<file path="config.mk">
export PLATFORM = sky130hd
export DESIGN_NAME = chg_irq_debounce
export DESIGN_NICKNAME = d
export VERILOG_FILES = /design/src/rtl/chg_irq_debounce.sv
export SDC_FILE = /design/constraint.sdc
export NUM_CORES = 1
export LEC_CHECK = 0
export BUFFER_PORTS_ARGS = -buffer_cell sky130_fd_sc_hd__buf_2
export CAP_MARGIN = 15
export CORE_MARGIN = 4
export CORE_UTILIZATION = 60
export CTS_BUF_LIST = sky130_fd_sc_hd__clkbuf_8
export DETAILED_ROUTE_END_ITERATION = 8
export GPL_ROUTABILITY_DRIVEN = 0
export MAX_ROUTING_LAYER = met4
export PLACE_DENSITY = 0.84
export SLEW_MARGIN = 20
export SYNTH_ARGS = -nofsm -noshare
export SYNTH_HDL_FRONTEND = slang
export SYNTH_SLANG_ARGS = --single-unit
</file>
<file path="constraint.sdc">
create_clock -name clk -period 3.37 [get_ports clk]
set_input_delay 0.674 -clock clk [delete_from_list [all_inputs] [get_ports clk]]
set_output_delay 0.674 -clock clk [all_outputs]
set_load 0.005 [all_outputs]
</file>
<file path="src/rtl/chg_irq_debounce.sv">
module chg_irq_debounce #(
  parameter int TICK_DIV   = 1250,
  parameter int DET_T      = 3200,
  parameter int OV_T       = 780,
  parameter int REV_T      = 290,
  parameter int SHORT_LO_T = 15,
  parameter int SHORT_HI_T = 290,
  parameter int CCCV_T     = 200000,
  parameter int CURR_T     = 1600
) (
  input  logic       clk,
  input  logic       rst_n,
  input  logic [5:0] raw_in,
  input  logic       short_thr_hi,
  input  logic       reg_en,
  input  logic       wr_en,
  input  logic [1:0] wr_addr,
  input  logic [5:0] wr_data,
  input  logic [1:0] rd_addr,
  output logic [5:0] rd_data,
  output logic       irq
);

  function automatic int imax(input int a, input int b);
    return (a > b) ? a : b;
  endfunction

  localparam int NCH  = 6;
  localparam int TMAX = imax(imax(imax(DET_T, OV_T), imax(REV_T, SHORT_LO_T)),
                             imax(imax(SHORT_HI_T, CCCV_T), CURR_T));
  localparam int CW   = $clog2(TMAX + 1);
  localparam int DW   = $clog2(TICK_DIV + 1);
  localparam logic [NCH-1:0] RISE_EV = 6'b011111;
  localparam logic [NCH-1:0] FALL_EV = 6'b110011;

  logic [DW-1:0]  div_q;
  logic           tick;
  logic [CW-1:0]  cnt_q [NCH];
  logic [CW-1:0]  cnt_d [NCH];
  logic [CW-1:0]  rise_t [NCH];
  logic [CW-1:0]  fall_t [NCH];
  logic [CW-1:0]  need;
  logic [NCH-1:0] sense_q, sense_d, int_q, mask_q, set_ev, clr;

  assign tick = (div_q == DW'(TICK_DIV - 1));

  always_ff @(posedge clk or negedge rst_n)
    if (!rst_n)    div_q <= '0;
    else if (tick) div_q <= '0;
    else           div_q <= div_q + 1'b1;

  always_comb begin
    rise_t[0] = CW'(DET_T);   fall_t[0] = CW'(DET_T);
    rise_t[1] = CW'(OV_T);    fall_t[1] = '0;
    rise_t[2] = CW'(REV_T);   fall_t[2] = '0;
    rise_t[3] = short_thr_hi ? CW'(SHORT_HI_T) : CW'(SHORT_LO_T);
    fall_t[3] = '0;
    rise_t[4] = CW'(CCCV_T);  fall_t[4] = CW'(CCCV_T);
    rise_t[5] = '0;           fall_t[5] = CW'(CURR_T);
  end

  always_comb begin
    need = '0;
    for (int i = 0; i < NCH; i++) begin
      sense_d[i] = sense_q[i];
      cnt_d[i]   = '0;
      need       = raw_in[i] ? rise_t[i] : fall_t[i];
      if (raw_in[i] != sense_q[i]) begin
        if (need == '0) begin
          sense_d[i] = raw_in[i];
        end else if (tick) begin
          if (cnt_q[i] == need - 1'b1) sense_d[i] = raw_in[i];
          else                         cnt_d[i]   = cnt_q[i] + 1'b1;
        end else begin
          cnt_d[i] = cnt_q[i];
        end
      end
    end
    if (!reg_en) begin
      sense_d[5] = 1'b1;
      cnt_d[5]   = '0;
    end
  end

  assign set_ev = (sense_d & ~sense_q & RISE_EV) | (~sense_d & sense_q & FALL_EV);
  assign clr    = (wr_en && wr_addr == 2'd1) ? wr_data : '0;

  always_ff @(posedge clk or negedge rst_n)
    if (!rst_n) begin
      sense_q <= 6'b100000;
      int_q   <= '0;
      mask_q  <= '1;
      for (int i = 0; i < NCH; i++) cnt_q[i] <= '0;
    end else begin
      sense_q <= sense_d;
      int_q   <= (int_q & ~clr) | set_ev;
      if (wr_en && wr_addr == 2'd2) mask_q <= wr_data;
      for (int i = 0; i < NCH; i++) cnt_q[i] <= cnt_d[i];
    end

  assign irq = |(int_q & ~mask_q);

  always_comb
    case (rd_addr)
      2'd0:    rd_data = sense_q;
      2'd1:    rd_data = int_q;
      2'd2:    rd_data = mask_q;
      default: rd_data = '0;
    endcase

endmodule


</file>
==> implementation parameters, run 1 <==
Parameter                              Value

Timing
  Setup repair after global routing missed its margin ... no
  Worst Max-Slew Pin Slew ... 0.7050 ns
  Worst slew margin relative to its limit ... 53.00%
  Final worst path period need ... 2.599 ns
  Setup TNS Final ... 0 ns
  Period Utilization, post-route ... 77.13%
  Final Max Slew Viols ... 0
  Worst Hold Slack ... 0.1956 ns
  FMAX ... 0.3847 GHz
  Final setup vio count ... 0
  Final number of hold-violating endpoints ... 0
  Clock skew after layout ... 0.01361 ns
  Post-route worst setup slack ... 0.7706 ns

Cells and area
  Area added between synthesis and finish ... 9.593%
  Share of final-layout standard cells stronger than drive strength 1 ... 10.13%
  Layout Nets ... 965
  Non-filler cells, final ... 1121

Yosys
  Commonest register cell after synthesis ... sky130_fd_sc_hd__dfrtp_1
  Cell variety after synth ... 73
  Post-synth net total ... 945
  Post-Syn Area per Cell ... 8.638 sq um
  Post-synthesis register bit count ... 137
  Synthesized instance count ... 915
  Share of synthesized registers carrying an async set or reset ... 100.0%
  EDFF count, synth ... 0
  Number of warnings printed during yosys synthesis ... 0
  Total standard cell area after synthesis ... 7904 sq um
  Post-synthesis sequential area ratio ... 43.49%

Worst setup path
  CP required ... 3.70 ns
  Critical Setup Path Class ... reg -> reg
  Element type at the critical path end ... flop
  Biggest cell delay along the critical path ... 0.60 ns
  CP startpoint kind ... flop
  Critical path startpoint ... div_q[1]
  Highest-delay cell along the critical path ... sky130_fd_sc_hd__nor3_4
  Launch point of the worst reg-to-reg path ... div_q[1]
  Critical path fanouts, max ... 20
  Worst endpoint data arrival time ... 2.93 ns
  Series of cell instances along the critical path ... inv_1 -> ha_1 -> nand4bb_1 -> nor3_4 -> buf_4 -> nand4_1 -> mux2_1

Power
  Leak Pwr ... 3.565 nW
  Proportion of power drawn by flip-flops and latches ... 50.5%
  Cell-internal power ... 2.581 mW
  Switching power share of the total ... 24.36%
  Maximum resistive drop on vdd ... 0.3287 mV
  Total net switching power ... 0.8313 mW
  Power share of the clock group ... 42.2%
  Pwr per Cell Area ... 393.9 nW/um^2
  Fraction of power consumed by combinational cells ... 7.3%

Route
  Routed length per instance ... 15.90 microns
  Wire length on met2 ... 8470 microns
  Vias post-DR ... 7057
  Number of remaining DRC errors ... 0
  Met3 wire length ... 935 microns
  Routed metal-1 wire length ... 8138 microns
  Detailed-route wire length ... 17830 microns
  Vias/cell ... 6.295
  Antenna viol nets, final ... 0
  Drt initial violations ... 849
  Number of search-and-repair iterations in the first detailed-routing pass ... 5
  Highest metal used ... met4

Min path
  Worst min-delay path class ... in -> async

Global route
  Number of antenna violations at the first check in global routing ... 0
  Wire length of the first global-routing pass ... 30470 microns
  Grt ovf ... 0
  Gr usage total ... 25.68%
  Vias in the first global route ... 6390
  Maximum number of pins on one net before global-route repair ... 78

CTS
  Clk pin slew, worst setup/hold paths ... 0.08 ns
  # Post-CTS Setup Buffers ... 0
  CTS tree ... yes
  Number of buffers created by CTS ... 17
  CTS-repair resized insts ... 0
  Deepest level of the CTS H-tree ... 4
  Clock net sink count ... 137
  CTS Hold Buffers Added ... 0
  Clock root buffer ... sky130_fd_sc_hd__clkbuf_8
  CTS max path bufs ... 2
  Worst-Skew Late Latency ... 0.45 ns

Floorplan
  Core area ... 12770 sq um
  Width of the die ... 122.8 microns
  Number of ports placed on the die boundary ... 28
  Number of core rows ... 41
  Effective utilization at floorplan ... 61.88%
  Area enclosed by the die boundary ... 15070 sq um
  DIE HEIGHT ... 122.8 microns

Placed design
  # port buffers ... 27
  Post-detailed-placement half-perimeter wirelength ... 12360 microns
  Placed Instances ... 1088
  Worst slack at placement ... 0.6619 ns

Job
  Number of max-capacitance violations reported ... 0

Outcome
  Status ... finished clean
[cell type report]
class                      count  area (sq um)
clock inverter                11         143.9
inverter                      32         120.1
clock buffer                  21         289.0
antenna                        1         2.502
sequential                   137          3437
tap                          172         215.2
timing repair buffer          38         236.5
multi-input combinational    709          4218
fill                        1006          4111
[worst paths after layout]
kind	slack (ns)	end	cells after the start
worst min register to register	0.51	cnt_q[21]	1
min in group clk	0.49	mask_q[1]	2
worst max register to register	0.77	sense_q[4]	7
worst min-delay path	0.20	cnt_q[31]	1
max in group asynchronous	2.35	mask_q[5]	2
worst max-delay path	0.77	sense_q[4]	7
[layer usage]
| layer | vias to the layer above | global-route usage, % |
|---|---|---|
| met5 | - | - |
| met4 | 0 | 7.698 |
| met3 | 32 | 5.576 |
| met2 | 213 | 39.26 |
| met1 | 3397 | 34.55 |
| li1 | 3415 | - |
[cell families after synthesis]
kind of cell    Yosys count  share of synthesized area, %
simple gates            474                         31.08
compound gates          167                         13.74
flops                   137                         43.49
buf+inv                  69                         3.340
xor+xnor                 42                         4.654
mux                      17                         2.280
fa+ha+maj                 9                         1.425
[worst max-delay path: cells and delay by family, from the launching register on]
kind	cells	cell delay (ns)
simple gates	3	1.13
buf+inv	2	0.43
flops	1	0.41
mux	1	0.36
fa+ha+maj	1	0.15
[power by group through the flow]
stage          Clock (mW)  Combinational [mW]  Sequential, mW
2_1_floorplan           0               0.142            1.74
3_3_place_gp            0               0.246            1.75
3_5_place_dp            0               0.251            1.75
4_1_cts              1.47               0.251            1.72
5_1_grt              1.54               0.284            1.73
6_report             1.44               0.251            1.72
[registers in the layout (all words and copies together), names as in the netlist]
signal,cells
div_q,11
int_q,6
sense_q,6
cnt_q,108
mask_q,6
[cells in the mapped netlist, types with 7 or more instances]
library cell | count | share of area (%)
sky130_fd_sc_hd__dfrtp_1 | 130 | 41
sky130_fd_sc_hd__nand2_1 | 122 | 5.8
sky130_fd_sc_hd__nand3_1 | 99 | 6.3
sky130_fd_sc_hd__nor2_1 | 68 | 3.2
sky130_fd_sc_hd__a21oi_1 | 36 | 2.3
sky130_fd_sc_hd__nand4_1 | 35 | 2.8
sky130_fd_sc_hd__clkbuf_1 | 32 | 1.5
sky130_fd_sc_hd__inv_1 | 31 | 1.5
sky130_fd_sc_hd__o21ai_1 | 27 | 1.7
sky130_fd_sc_hd__or3_1 | 27 | 2.1
sky130_fd_sc_hd__xor2_1 | 22 | 2.4
sky130_fd_sc_hd__nor4_1 | 21 | 1.7
sky130_fd_sc_hd__xnor2_1 | 20 | 2.2
sky130_fd_sc_hd__o21ai_0 | 19 | 1.2
sky130_fd_sc_hd__and3_1 | 16 | 1.3
sky130_fd_sc_hd__nor3_1 | 16 | 1.0
sky130_fd_sc_hd__a31oi_1 | 13 | 1.0
sky130_fd_sc_hd__o22ai_1 | 11 | 0.87
sky130_fd_sc_hd__or4_1 | 10 | 0.95
sky130_fd_sc_hd__and4_1 | 9 | 1.0
sky130_fd_sc_hd__ha_1 | 9 | 1.4
sky130_fd_sc_hd__mux2i_1 | 9 | 1.1
sky130_fd_sc_hd__nand2b_1 | 8 | 0.63
sky130_fd_sc_hd__nor2b_1 | 8 | 0.63
sky130_fd_sc_hd__dfstp_2 | 7 | 2.3
sky130_fd_sc_hd__o211ai_1 | 7 | 0.66
[placed cells by master, fill, tap and decap left out, types with 7 or more instances in the layout]
master and count:
sky130_fd_sc_hd__a21oi_1 36, sky130_fd_sc_hd__a31oi_1 13, sky130_fd_sc_hd__and3_1 16, sky130_fd_sc_hd__and4_1 9, sky130_fd_sc_hd__buf_2 26, sky130_fd_sc_hd__buf_4 10, sky130_fd_sc_hd__clkbuf_8 21, sky130_fd_sc_hd__dfrtp_1 130
sky130_fd_sc_hd__dfstp_2 7, sky130_fd_sc_hd__ha_1 9, sky130_fd_sc_hd__inv_1 31, sky130_fd_sc_hd__mux2i_1 9, sky130_fd_sc_hd__nand2_1 122, sky130_fd_sc_hd__nand2b_1 8, sky130_fd_sc_hd__nand3_1 99, sky130_fd_sc_hd__nand4_1 35
sky130_fd_sc_hd__nor2_1 67, sky130_fd_sc_hd__nor2b_1 8, sky130_fd_sc_hd__nor3_1 16, sky130_fd_sc_hd__nor4_1 20, sky130_fd_sc_hd__o211ai_1 7, sky130_fd_sc_hd__o21ai_0 19, sky130_fd_sc_hd__o21ai_1 27, sky130_fd_sc_hd__o22ai_1 11
sky130_fd_sc_hd__or3_1 27, sky130_fd_sc_hd__or4_1 10, sky130_fd_sc_hd__xnor2_1 20, sky130_fd_sc_hd__xor2_1 22
[metrics by stage]
step	area (sq um)	utilization [%]	power, mW
2_1_floorplan	7904	-	1.886
3_3_place_gp	8224	64.38	1.997
3_5_place_dp	8224	64.38	2.003
4_1_cts	8657	67.77	3.440
5_1_grt	8660	67.79	3.552
6_report	8662	67.81	3.412
(Power assumes the default switching activity.)
==> run 2: changes to the inputs <==
Clock period 3.37 ns to 2.48 ns, I/O delays scaled along.
==> implementation parameters, run 2 (synthesis gave the netlist of run 1 again) <==
Parameter                              Value

Floorplan
  Number of core rows ... 41 (unchanged)
  Core area ... 12770 sq um (unchanged)
  Effective utilization at floorplan ... 61.88% (unchanged)
  DIE HEIGHT ... 122.8 microns (unchanged)
  Number of ports placed on the die boundary ... 28 (unchanged)
  Width of the die ... 122.8 microns (unchanged)
  Area enclosed by the die boundary ... 15070 sq um (unchanged)

Cells and area
  Share of final-layout standard cells stronger than drive strength 1 ... 12.87% (was 10.13%)
  Layout Nets ... 996 (was 965)
  Layout fillers ... 979 (was 1006)
  Max reg flops ... 108 (unchanged)
  Area added between synthesis and finish ... 12.71% (was 9.593%)
  Most common library cell in the layout ignoring fill and taps ... sky130_fd_sc_hd__dfrtp_1 (unchanged)
  Commonest cells after routing, fill and taps aside ... 130 x sky130_fd_sc_hd__dfrtp_1, 122 x sky130_fd_sc_hd__nand2_1, 99 x sky130_fd_sc_hd__nand3_1 (unchanged)
  Top Registers ... cnt_q (108), div_q (11) (unchanged)
  Register with the highest flop count ... cnt_q (unchanged)
  Finished Cell Area ... 8909 sq um (was 8662 sq um)

Worst setup path
  Critical path fanouts, max ... 3 (was 20)
  Critical path depth ... 4 (was 7)
  CP required ... 1.98 ns (was 3.70 ns)
  Reg2Reg Depth ... 4 (was 7)
  Register-to-Register Setup Slack ... 0.15 ns (was 0.77 ns)
  Kind of cell with the highest combined delay on the critical path ... compound AO/OA/AOI/OAI gates (was simple AND/OR/NAND/NOR gates)
  Worst endpoint data arrival time ... 1.84 ns (was 2.93 ns)
  Critical Setup Path Class ... reg -> out (was reg -> reg)
  Series of cell instances along the critical path ... o22ai_1 -> a221oi_1 -> o221ai_1 -> buf_2 (was inv_1 -> ha_1 -> nand4bb_1 -> nor3_4 -> buf_4 -> nand4_1 -> mux2_1)
  Biggest cell delay along the critical path ... 0.55 ns (was 0.60 ns)
  Buffers plus inverters on the worst setup path ... 1 (was 2)
  Element type at the critical path end ... output pin (was flop)
  CP startpoint kind ... flop (unchanged)
  Launch point of the worst reg-to-reg path ... div_q[3] (was div_q[1])
  Worst flop-to-flop path endpoint ... cnt_q[48] (was sense_q[4])
  Highest-delay cell along the critical path ... sky130_fd_sc_hd__dfstp_2 (was sky130_fd_sc_hd__nor3_4)

Timing
  Final setup vio count ... 0 (unchanged)
  Final worst path period need ... 2.338 ns
  FMAX ... 0.4277 GHz
  Period Utilization, post-route ... 94.28%
  Worst slew margin relative to its limit ... 59.40% (was 53.00%)
  Setup repair after global routing missed its margin ... no (unchanged)
  Final Max Slew Viols ... 0 (unchanged)
  Worst Max-Slew Pin Slew ... 0.6044 ns (was 0.7050 ns)
  Final number of hold-violating endpoints ... 0 (unchanged)
  Setup TNS Final ... 0 ns (unchanged)
  Worst Hold Slack ... 0.2778 ns (was 0.1956 ns)
  Clock skew after layout ... 0.01187 ns (was 0.01361 ns)
  Post-route worst setup slack ... 0.1419 ns (was 0.7706 ns)

Placed design
  Placed instance area ... 8462 sq um (was 8224 sq um)
  # port buffers ... 27 (unchanged)
  Worst slack at placement ... 0.1173 ns (was 0.6619 ns)
  Post-detailed-placement half-perimeter wirelength ... 13290 microns (was 12360 microns)

Job
  Number of max-capacitance violations reported ... 0 (unchanged)

Route
  Number of search-and-repair iterations in the first detailed-routing pass ... 8 (was 5)
  Vias/cell ... 6.242 (was 6.295)
  Drt initial violations ... 833 (was 849)
  Antenna viol nets, final ... 0 (unchanged)
  Vias post-DR ... 7197 (was 7057)
  Number of remaining DRC errors ... 0 (unchanged)
  Detailed-route wire length ... 18540 microns (was 17830 microns)
  Routed length per instance ... 16.08 microns (was 15.90 microns)

CTS
  Number of buffers created by CTS ... 17 (unchanged)
  Clk pin slew, worst setup/hold paths ... 0.08 ns (about the same)
  Clock root buffer ... sky130_fd_sc_hd__clkbuf_8 (unchanged)
  CTS tree ... yes (unchanged)
  CTS max path bufs ... 2 (unchanged)
  Clock net sink count ... 137 (unchanged)
  Worst-Skew Late Latency ... 0.46 ns (was 0.45 ns)
  Deepest level of the CTS H-tree ... 4 (unchanged)

Power
  Maximum resistive drop on vdd ... 0.3653 mV (was 0.3287 mV)
  Design Power ... 4.582 mW (was 3.412 mW)
  Leak Pwr ... 3.713 nW (was 3.565 nW)
  Pwr per Cell Area ... 514.3 nW/um^2 (was 393.9 nW/um^2)

Min path
  Worst Hold Path Cells ... 2
  Worst hold path startpoint ... wr_data[2]
  Hold-critical path endpoint ... mask_q[2]
  Worst min-delay path class ... in -> reg (was in -> async)

Global route
  Number of antenna violations at the first check in global routing ... 1 (was 0)
  Grt ovf ... 0 (unchanged)
  Vias in the first global route ... 6754 (was 6390)
  Gr usage total ... 26.95% (was 25.68%)
  Wire length of the first global-routing pass ... 31750 microns (was 30470 microns)
  Maximum number of pins on one net before global-route repair ... 50 (was 78)

Outcome
  Status ... finished clean (unchanged)
## run 2: cell count changes in the layout (fill, tap and decap cells not counted), sizes merged
cell | before | now
clkinvlp | 1 | 3
diode | 1 | 2
inv | 32 | 35
clkbuf | 21 | 18
dlygate4sd3 | 0 | 1
buf | 38 | 68
clkinv | 7 | 5
## run 2: where the power goes
part | switching [mW] | total [mW] | internal [mW] | leakage [nW]
Sequential | 0.0456 | 2.34 | 2.29 | 1.87
Combinational | 0.232 | 0.366 | 0.134 | 1.64
Clock | 0.870 | 1.88 | 1.01 | 0.208
## run 2: through the flow
| stage | util (%) | cells |
|---|---|---|
| final | 69.74 | 1153 |
| after global routing | 69.72 | 1152 |
| after CTS | 69.52 | 1151 |
| after detailed placement | 66.25 | 1118 |
| after global placement | 66.25 | 1118 |
| after floorplan | - | 915 |
## run 2: cell type report
cell class	count	area, sq um	area share [%]
Clock buffer	18	247.7	2.781
Clock inverter	14	160.2	1.798
Inverter	32	120.1	1.348
Antenna cell	2	5.005	0.05618
Timing Repair Buffer	69	484.2	5.435
Multi-Input combinational cell	709	4239	47.58
Tap cell	172	215.2	2.416
Sequential cell	137	3437	38.58
## run 2: worst max-delay path by stage
stage	slack [ns]	start	endpoint
CTS	0.12	div_q[1]	cnt_q[15]
detailed placement	0.12	raw_in[3]	cnt_q[41]
global route	0.02	div_q[1]	cnt_q[32]
floorplan	0.32	div_q[2]	cnt_q[48]
finish	0.14	mask_q[5]	irq
global placement	0.12	raw_in[3]	cnt_q[36]
## run 2: metal layers
| layer | vias up | GRT usage [%] | wire length (microns) | share of wire, % |
|---|---|---|---|---|
| met3 | 37 | 5.853 | 1045 | 5.6 |
| met5 | - | - | 0 | 0 |
| met2 | 215 | 41.92 | 8770 | 47 |
| met4 | 0 | 9.307 | 398 | 2.1 |
| met1 | 3466 | 35.11 | 8321 | 45 |
| li1 | 3479 | - | - | - |
## run 2: what timing repair did
| action | CTS | global route |
|---|---|---|
| setup endpoints to repair | 0 | 6 |
| setup buffers | 0 | 0 |
| gates resized for setup | 0 | 5 |
| hold buffers | 1 | 0 |
| hold endpoints to repair | 41 | 0 |
